**src/rtl/steer_pkg.sv**
```systemverilog
// Package: shared types for the ingress steering block.
// Assumes nothing beyond being compiled before its users.
package steer_pkg;

    // Per-flow steering mode
    typedef enum logic [1:0] {
        FL_NORMAL   = 2'd0,   // packets may take the fast path
        FL_DEMOTED  = 2'd1,   // backlog parked, no drain issued yet
        FL_DRAINING = 2'd2    // backlog being moved to the host
    } flow_mode_e;

endpackage

```
**src/rtl/credit_pool.sv**
```systemverilog
// Module: credit_pool
// Holds the shared credit count. Each cycle it adds one for a host
// return and removes zero, one or two for the requests granted.
// Assumes: the host never returns more credits than were handed out, and
// the caller never takes more than the level shows.
module credit_pool #(
    parameter int CREDITS = 32,
    parameter int LVL_W   = $clog2(CREDITS + 1)
) (
    input  logic             clk,
    input  logic             rst_n,
    input  logic             ret,
    input  logic [1:0]       take,
    output logic [LVL_W-1:0] level
);

    logic [LVL_W-1:0] level_q;

    // Update the pool with this cycle's return and consumption
    always_ff @(posedge clk) begin
        if (!rst_n) begin
            level_q <= LVL_W'(CREDITS);
        end else begin
            level_q <= level_q + LVL_W'(ret) - LVL_W'(take);
        end
    end

    assign level = level_q;

    AST_POOL_MAX: assert property (@(posedge clk) disable iff (!rst_n)
        level_q <= LVL_W'(CREDITS));
    AST_NO_UNDERDRAW: assert property (@(posedge clk) disable iff (!rst_n)
        LVL_W'(take) <= level_q);
    AST_RET_CANCEL: assert property (@(posedge clk) disable iff (!rst_n)
        (ret && take == 2'd1) |=> (level_q == $past(level_q)));

endmodule

```
**src/rtl/flow_table.sv**
```systemverilog
// Module: flow_table
// Per-flow record of steering mode, parked-packet backlog and drop count.
// One arrival update and one drain update may land in the same cycle,
// on the same flow or on different flows.
// Assumes: a drain is only requested for a flow with a non-zero backlog,
// and the overflow queue fills before any backlog counter would wrap.
module flow_table
    import steer_pkg::*;
#(
    parameter int FLOWS     = 16,
    parameter int FLOW_W    = $clog2(FLOWS),
    parameter int BACKLOG_W = 8,
    parameter int DROP_W    = 8
) (
    input  logic                 clk,
    input  logic                 rst_n,
    input  logic                 arr_slow,
    input  logic                 arr_drop,
    input  logic [FLOW_W-1:0]    arr_flow,
    input  logic                 drn_go,
    input  logic [FLOW_W-1:0]    drn_flow,
    input  logic [FLOW_W-1:0]    drop_sel,
    output flow_mode_e           mode    [FLOWS],
    output logic [BACKLOG_W-1:0] backlog [FLOWS],
    output logic [DROP_W-1:0]    drop_cnt
);

    flow_mode_e           mode_q    [FLOWS];
    logic [BACKLOG_W-1:0] backlog_q [FLOWS];
    logic [DROP_W-1:0]    drops_q   [FLOWS];

    for (genvar i = 0; i < FLOWS; i++) begin : g_flow
        logic                 inc;
        logic                 dec;
        logic                 hit_drop;
        logic [BACKLOG_W-1:0] backlog_n;

        // Decode which updates address this entry
        always_comb begin
            inc       = arr_slow && (arr_flow == FLOW_W'(i));
            dec       = drn_go   && (drn_flow == FLOW_W'(i));
            hit_drop  = arr_drop && (arr_flow == FLOW_W'(i));
            backlog_n = backlog_q[i] + BACKLOG_W'(inc) - BACKLOG_W'(dec);
        end

        // Advance mode and backlog of this flow
        always_ff @(posedge clk) begin
            if (!rst_n) begin
                mode_q[i]    <= FL_NORMAL;
                backlog_q[i] <= '0;
            end else begin
                backlog_q[i] <= backlog_n;
                if (dec) begin
                    mode_q[i] <= (backlog_n == '0) ? FL_NORMAL : FL_DRAINING;
                end else if (inc && mode_q[i] == FL_NORMAL) begin
                    mode_q[i] <= FL_DEMOTED;
                end
            end
        end

        // Count discarded descriptors, holding at the top value
        always_ff @(posedge clk) begin
            if (!rst_n) begin
                drops_q[i] <= '0;
            end else if (hit_drop && drops_q[i] != '1) begin
                drops_q[i] <= drops_q[i] + DROP_W'(1);
            end
        end

        assign mode[i]    = mode_q[i];
        assign backlog[i] = backlog_q[i];

        AST_BACKLOG_LIVE: assert property (@(posedge clk) disable iff (!rst_n)
            (mode_q[i] != FL_NORMAL) |-> (backlog_q[i] != '0));
        AST_NO_WRAP: assert property (@(posedge clk) disable iff (!rst_n)
            (inc && !dec) |-> (backlog_q[i] != '1));
        AST_DRAIN_HAS_DATA: assert property (@(posedge clk) disable iff (!rst_n)
            dec |-> (backlog_q[i] != '0));
        AST_NORMAL_EMPTY: assert property (@(posedge clk) disable iff (!rst_n)
            (mode_q[i] == FL_NORMAL) |-> (backlog_q[i] == '0));
    end

    assign drop_cnt = drops_q[drop_sel];

endmodule

```
**src/rtl/drain_arb.sv**
```systemverilog
// Module: drain_arb
// Round-robin picker over flows that have a parked backlog. The search
// starts at the flow after the last grant; the pointer moves only when a
// grant is actually issued.
// Assumes: FLOWS is a power of two so the index wraps naturally.
module drain_arb #(
    parameter int FLOWS  = 16,
    parameter int FLOW_W = $clog2(FLOWS)
) (
    input  logic              clk,
    input  logic              rst_n,
    input  logic [FLOWS-1:0]  eligible,
    input  logic              allow,
    output logic              grant,
    output logic [FLOW_W-1:0] grant_flow
);

    logic [FLOW_W-1:0] ptr_q;
    logic [FLOW_W-1:0] cand;
    logic [FLOW_W-1:0] pick;
    logic              found;

    // Find the first eligible flow at or after the pointer
    always_comb begin
        cand  = '0;
        pick  = '0;
        found = 1'b0;
        for (int off = 0; off < FLOWS; off++) begin
            cand = ptr_q + FLOW_W'(off);
            if (!found && eligible[cand]) begin
                pick  = cand;
                found = 1'b1;
            end
        end
    end

    assign grant      = allow && found;
    assign grant_flow = pick;

    // Move the pointer past the flow just served
    always_ff @(posedge clk) begin
        if (!rst_n) begin
            ptr_q <= '0;
        end else if (grant) begin
            ptr_q <= pick + FLOW_W'(1);
        end
    end

    AST_GRANT_ELIGIBLE: assert property (@(posedge clk) disable iff (!rst_n)
        grant |-> eligible[grant_flow]);
    AST_NO_IDLE_GRANT: assert property (@(posedge clk) disable iff (!rst_n)
        (eligible == '0) |-> !grant);

endmodule

```
**src/rtl/ingress_steer.sv**
```systemverilog
// Module: ingress_steer (top)
// Steers each arriving descriptor to the fast DMA path, the overflow
// queue, or the drop outcome. It also issues drain requests for demoted
// flows. The decisions use the registered credit level and flow table.
// All outputs are registered and appear one cycle after the decision.
// Assumes: the overflow queue holds per-flow FIFO order and moves the head
// packet of drain_flow to the host for each drain request; the DMA engine
// takes a request every cycle; FLOWS is a power of two.
module ingress_steer
    import steer_pkg::*;
#(
    parameter int FLOWS     = 16,
    parameter int CREDITS   = 32,
    parameter int TAG_W     = 8,
    parameter int BACKLOG_W = 8,
    parameter int DROP_W    = 8,
    localparam int FLOW_W   = $clog2(FLOWS),
    localparam int LVL_W    = $clog2(CREDITS + 1)
) (
    input  logic              clk,
    input  logic              rst_n,
    input  logic              pkt_valid,
    input  logic [FLOW_W-1:0] pkt_flow,
    input  logic [TAG_W-1:0]  pkt_tag,
    input  logic              slow_full,
    input  logic              credit_ret,
    input  logic [FLOW_W-1:0] drop_sel,
    output logic              fast_valid,
    output logic [FLOW_W-1:0] fast_flow,
    output logic [TAG_W-1:0]  fast_tag,
    output logic              slow_valid,
    output logic [FLOW_W-1:0] slow_flow,
    output logic [TAG_W-1:0]  slow_tag,
    output logic              drain_valid,
    output logic [FLOW_W-1:0] drain_flow,
    output logic              drop_valid,
    output logic [FLOW_W-1:0] drop_flow,
    output logic [DROP_W-1:0] drop_cnt,
    output logic [LVL_W-1:0]  credit_level
);

    flow_mode_e           mode    [FLOWS];
    logic [BACKLOG_W-1:0] backlog [FLOWS];
    logic [FLOWS-1:0]     eligible;
    logic [LVL_W-1:0]     level;
    flow_mode_e           mode_cur;
    logic                 have_one;
    logic                 have_two;
    logic                 arr_fast;
    logic                 arr_slow;
    logic                 arr_drop;
    logic                 drn_allow;
    logic                 drn_go;
    logic [FLOW_W-1:0]    drn_flow;
    logic [1:0]           take;

    // Steering decision for the arriving descriptor
    always_comb begin
        mode_cur = mode[pkt_flow];
        have_one = (level != '0);
        have_two = (level > LVL_W'(1));
        arr_fast = pkt_valid && (mode_cur == FL_NORMAL) && have_one;
        arr_slow = pkt_valid && !arr_fast && !slow_full;
        arr_drop = pkt_valid && !arr_fast && slow_full;
    end

    // A drain needs a credit left over after the fast arrival
    always_comb begin
        drn_allow = arr_fast ? have_two : have_one;
        take      = {1'b0, arr_fast} + {1'b0, drn_go};
    end

    // Flows with parked packets may be drained
    for (genvar i = 0; i < FLOWS; i++) begin : g_elig
        assign eligible[i] = (mode[i] != FL_NORMAL) && (backlog[i] != '0);
    end

    credit_pool #(
        .CREDITS (CREDITS),
        .LVL_W   (LVL_W)
    ) u_pool (
        .clk   (clk),
        .rst_n (rst_n),
        .ret   (credit_ret),
        .take  (take),
        .level (level)
    );

    flow_table #(
        .FLOWS     (FLOWS),
        .FLOW_W    (FLOW_W),
        .BACKLOG_W (BACKLOG_W),
        .DROP_W    (DROP_W)
    ) u_table (
        .clk      (clk),
        .rst_n    (rst_n),
        .arr_slow (arr_slow),
        .arr_drop (arr_drop),
        .arr_flow (pkt_flow),
        .drn_go   (drn_go),
        .drn_flow (drn_flow),
        .drop_sel (drop_sel),
        .mode     (mode),
        .backlog  (backlog),
        .drop_cnt (drop_cnt)
    );

    drain_arb #(
        .FLOWS  (FLOWS),
        .FLOW_W (FLOW_W)
    ) u_arb (
        .clk        (clk),
        .rst_n      (rst_n),
        .eligible   (eligible),
        .allow      (drn_allow),
        .grant      (drn_go),
        .grant_flow (drn_flow)
    );

    // Register the request outputs
    always_ff @(posedge clk) begin
        if (!rst_n) begin
            fast_valid  <= 1'b0;
            slow_valid  <= 1'b0;
            drain_valid <= 1'b0;
            drop_valid  <= 1'b0;
            fast_flow   <= '0;
            fast_tag    <= '0;
            slow_flow   <= '0;
            slow_tag    <= '0;
            drain_flow  <= '0;
            drop_flow   <= '0;
        end else begin
            fast_valid  <= arr_fast;
            slow_valid  <= arr_slow;
            drain_valid <= drn_go;
            drop_valid  <= arr_drop;
            fast_flow   <= pkt_flow;
            fast_tag    <= pkt_tag;
            slow_flow   <= pkt_flow;
            slow_tag    <= pkt_tag;
            drain_flow  <= drn_flow;
            drop_flow   <= pkt_flow;
        end
    end

    assign credit_level = level;

    AST_ONE_PATH: assert property (@(posedge clk) disable iff (!rst_n)
        $onehot0({fast_valid, slow_valid, drop_valid}));
    AST_DEMOTED_SLOW: assert property (@(posedge clk) disable iff (!rst_n)
        (pkt_valid && mode[pkt_flow] != FL_NORMAL) |=> !fast_valid);
    AST_DRAIN_CREDIT: assert property (@(posedge clk) disable iff (!rst_n)
        drain_valid |-> ($past(level) != '0));
    AST_FAST_CREDIT: assert property (@(posedge clk) disable iff (!rst_n)
        fast_valid |-> ($past(level) != '0));
    AST_TIE_FAST_WINS: assert property (@(posedge clk) disable iff (!rst_n)
        (arr_fast && level == LVL_W'(1)) |=> !drain_valid);

endmodule

```
**config.mk**
```make
export PLATFORM = sky130hd
export DESIGN_NAME = ingress_steer
export DESIGN_NICKNAME = d
export VERILOG_FILES = /design/src/rtl/steer_pkg.sv /design/src/rtl/credit_pool.sv /design/src/rtl/flow_table.sv /design/src/rtl/drain_arb.sv /design/src/rtl/ingress_steer.sv
export SDC_FILE = /design/constraint.sdc
export NUM_CORES = 1
export LEC_CHECK = 0
export BUFFER_PORTS_ARGS = -buffer_cell sky130_fd_sc_hd__buf_2
export CAP_MARGIN = 20
export CORE_MARGIN = 4
export CORE_UTILIZATION = 30
export CTS_CLUSTER_DIAMETER = 120
export DETAILED_ROUTE_END_ITERATION = 12
export PLACE_DENSITY = 0.48
export SETUP_SLACK_MARGIN = 0.15
export SKIP_CTS_REPAIR_TIMING = 1
export SLEW_MARGIN = 30
export SYNTH_ARGS = -nofsm -noshare
export SYNTH_HDL_FRONTEND = slang
export SYNTH_SLANG_ARGS = --single-unit
export TNS_END_PERCENT = 1
```
**constraint.sdc**
```tcl
create_clock -name clk -period 7.4 [get_ports clk]
set_input_delay 1.48 -clock clk [delete_from_list [all_inputs] [get_ports clk]]
set_output_delay 1.48 -clock clk [all_outputs]
set_load 0.03 [all_outputs]
```
==> impl_metrics.py <==
metrics = {
    "run_status": {
        "status": "completed",
    },
    "timing": {
        "hold_viol": 0,
        "setup_viol": 0,
        "worst_slew_pin_slew_ns": 1.02,
        "grt_setup_unrepaired": "yes",
        "finalCritPeriodShare": 0.935,
        "max_freq_mhz": 144,
        "tns_ns": 0,
        "drv_slew": 0,
        "min_period_ns": 6.92,
        "fin_skew_ns": 0.0359,
        "slew-limit-headroom": 0.322,
    },
    "finish": {
        "final_nets": 2633,
        "area_delta_synth_final_pct": 14.6,
        "antenna_cells": 0,
        "drive_gt1_frac": 0.128,
    },
    "floorplan": {
        "die_area_um2": 77100,
        "boundaryPins": 71,
        "initial_core_util": 0.304,
        "die_w_um": 278,
        "die_y_um": 278,
        "num_rows": 98,
        "coreArea_um2": 71900,
    },
    "min_path": {
        "whs_path_depth": 2,
        "hp-class": "flop to flop",
    },
    "detailed_routing": {
        "first_pass_iters": 5,
        "vias": 17000,
        "routed_wl_mm": 60.1,
        "via_per_inst": 5.03,
        "post_drt_wl_per_cell_um": 17.8,
        "drt.antenna.violating_nets": 0,
        "drt-initial-drc-count": 1053,
        "drc": 0,
    },
    "yosys": {
        "synth-edff-count": 160,
        "synth_compound_area_frac": 0.0993,
        "synth_ff_type": "edfxtp_1",
        "synthXorXnorAreaFrac": 0.0838,
        "synth_fa_ha_area_frac": 0.136,
        "synth_cell_type_count": 91,
        "synth.net_count": 2550,
        "synth_warnings": 0,
        "avgSynthCellArea_um2": 9.48,
        "synth-seq-cells": 318,
        "synth_mux_area_frac": 0.0638,
        "syn_inst": 2303,
        "synth_top_family_by_area": "simple AND/OR/NAND/NOR gates",
        "seq_area_frac_synth": 0.365,
        "synth.cell_area_um2": 21800,
        "ys_async_sr_fraction": 0,
        "synth-simple-area-share": 0.192,
    },
    "cts": {
        "clk_path_buf_depth": 3,
        "htreeDepth": 2,
        "cts_buffers": 43,
        "clkTransAtPathRegs_ns": 0.07,
        "clkLatencyLatePin_ns": 0.59,
        "cts_tree": "done",
        "root_buffer": "clkbuf_16",
        "cts.sinks": 318,
    },
    "setup_path": {
        "start_kind": "flop",
        "crit_required_ns": 7.70,
        "critPathMaxFanout": 9,
        "critPathArrivalTime_ns": 7.23,
        "end_kind": "flop",
        "r2r_cells": 27,
        "path_class": "flop to flop",
    },
    "grt": {
        "grt_pass1_wl_mm": 95.6,
        "grt_max_degree": 64,
        "grt_overflow": 0,
        "track_usage": 0.153,
        "antenna_found_initial": 1,
        "grt_pass1_vias": 16900,
    },
    "placed_design": {
        "dp_hpwl_mm": 45.4,
        "gp_congestion": 0.911,
        "portBuffers": 70,
    },
    "job": {
        "cap_violations": 0,
    },
}
[critical path: stages, from the launching register on]
cell	delay, ns
dfxtp_1	0.30
inv_1	0.08
ha_1	0.17
nor3b_1	0.29
a311oi_1	0.27
or2_1	0.33
mux4_2	0.54
mux2_2	0.34
or3_4	0.42
nor2_1	0.23
nand4_1	0.16
o311ai_2	0.40
and2_1	0.29
nand2_1	0.26
buf_4	0.27
nor2_1	0.23
ha_1	0.16
inv_1	0.04
ha_1	0.22
fa_1	0.40
a21oi_1	0.16
nor2_1	0.07
nor2_1	0.12
xnor2_1	0.09
or4_1	0.39
nor3_1	0.13
and3_1	0.24
nor3_1	0.06
[cells in the mapped netlist, types with 14 or more instances]
cell / count / area [µm²]
a21o_1: 22 / 165
o21ai_0: 38 / 190
inv_1: 232 / 871
edfxtp_1: 160 / 4800
o21bai_1: 35 / 263
xor2_1: 92 / 806
a21oi_1: 90 / 450
nand4_1: 23 / 144
nor4_1: 20 / 125
and2_1: 105 / 657
nand3_1: 101 / 505
or3_1: 19 / 119
and3_1: 36 / 225
nor2_1: 352 / 1320
a211oi_1: 18 / 135
nand2_1: 72 / 270
xnor2_1: 115 / 1010
ha_1: 208 / 2600
nor3_1: 34 / 170
mux4_2: 51 / 1150
nor3b_1: 15 / 113
mux2i_1: 14 / 140
o221ai_1: 25 / 219
dfxtp_1: 158 / 3160
buf_2: 14 / 70.1
fa_1: 18 / 360
clkbuf_1: 55 / 206
buf_4: 16 / 120
[sequential cells by signal, indices dropped and copies added, names as in the netlist]
signal / cells
u_table.backlog_q: 128
u_table.drops_q: 128
u_table.mode_q: 32
slow_tag: 8
u_pool.level: 6
drain_flow: 4
drop_flow: 4
u_arb.ptr_q: 4
drain_valid: 1
drop_valid: 1
fast_valid: 1
slow_valid: 1
[layout make-up]
type	count	area [µm²]
sequential	318	7970
tap	950	1190
timing repair buffer	132	821
multi-input combinational	1656	12700
inverter	235	887
fill	7353	46800
clock buffer	57	1210
clock inverter	23	287
[layout by cell type, fill, tap and decap left out, drive strengths merged, types with 35 or more instances in the layout]
cell | netlist | routed
xnor2 | 115 | 115
mux4 | 51 | 51
nor3 | 35 | 35
edfxtp | 160 | 160
and2 | 105 | 105
inv | 234 | 234
o21ai | 40 | 40
nor2 | 352 | 352
nand2 | 72 | 72
nand3 | 102 | 102
buf | 39 | 132
xor2 | 93 | 93
dfxtp | 158 | 158
o21bai | 35 | 35
a21oi | 92 | 92
and3 | 36 | 36
clkbuf | 55 | 57
ha | 208 | 208
[logic make-up (layout without fill, tap and decap cells)]
logic type / Yosys count / after routing
xor gates and xnor gates: 208 / 208
muxes: 74 / 74
DFF: 318 / 318
AOI/OAI and AO/OA: 309 / 309
and+or+nand+nor: 839 / 839
buffers and inverters: 329 / 447
adders and majority gates: 226 / 226
[through the flow]
stage	instance area, µm²	utilization	hold slack, ns	instances	worst slack [ns]
floorplan	21800	-	0.571	2303	1.04
global placement	23400	0.326	0.554	3291	0.199
detailed placement	23400	0.326	0.524	3291	0.189
CTS	24900	0.347	0.544	3371	0.316
global route	25000	0.348	0.576	3371	0.108
finish	25000	0.348	0.558	3371	0.478
[worst paths after layout]
path	from	end	slack [ns]
setup / recovery	u_table.backlog_q[1][22]$_SDFF_PN0_	u_table.mode_q[1][13]$_SDFFCE_PP0P_	0.48
hold / removal	u_arb.ptr_q[2]$_SDFFE_PN0P_	u_arb.ptr_q[2]$_SDFFE_PN0P_	0.56
setup reg to reg	u_table.backlog_q[1][22]$_SDFF_PN0_	u_table.mode_q[1][13]$_SDFFCE_PP0P_	0.48
hold reg to reg	u_arb.ptr_q[2]$_SDFFE_PN0P_	u_arb.ptr_q[2]$_SDFFE_PN0P_	0.56
[per-layer routing]
layer / GRT usage / vias to the layer above / part of all wire
met4: 0.0526 / 0 / 0.035
met2: 0.253 / 458 / 0.46
met3: 0.0221 / 131 / 0.055
met5: 0 / - / 0
li1: - / 8225 / -
met1: 0.204 / 8136 / 0.45
Power is not shown: default switching activity piles up to over one toggle a cycle in this logic, so the estimate is an artifact.
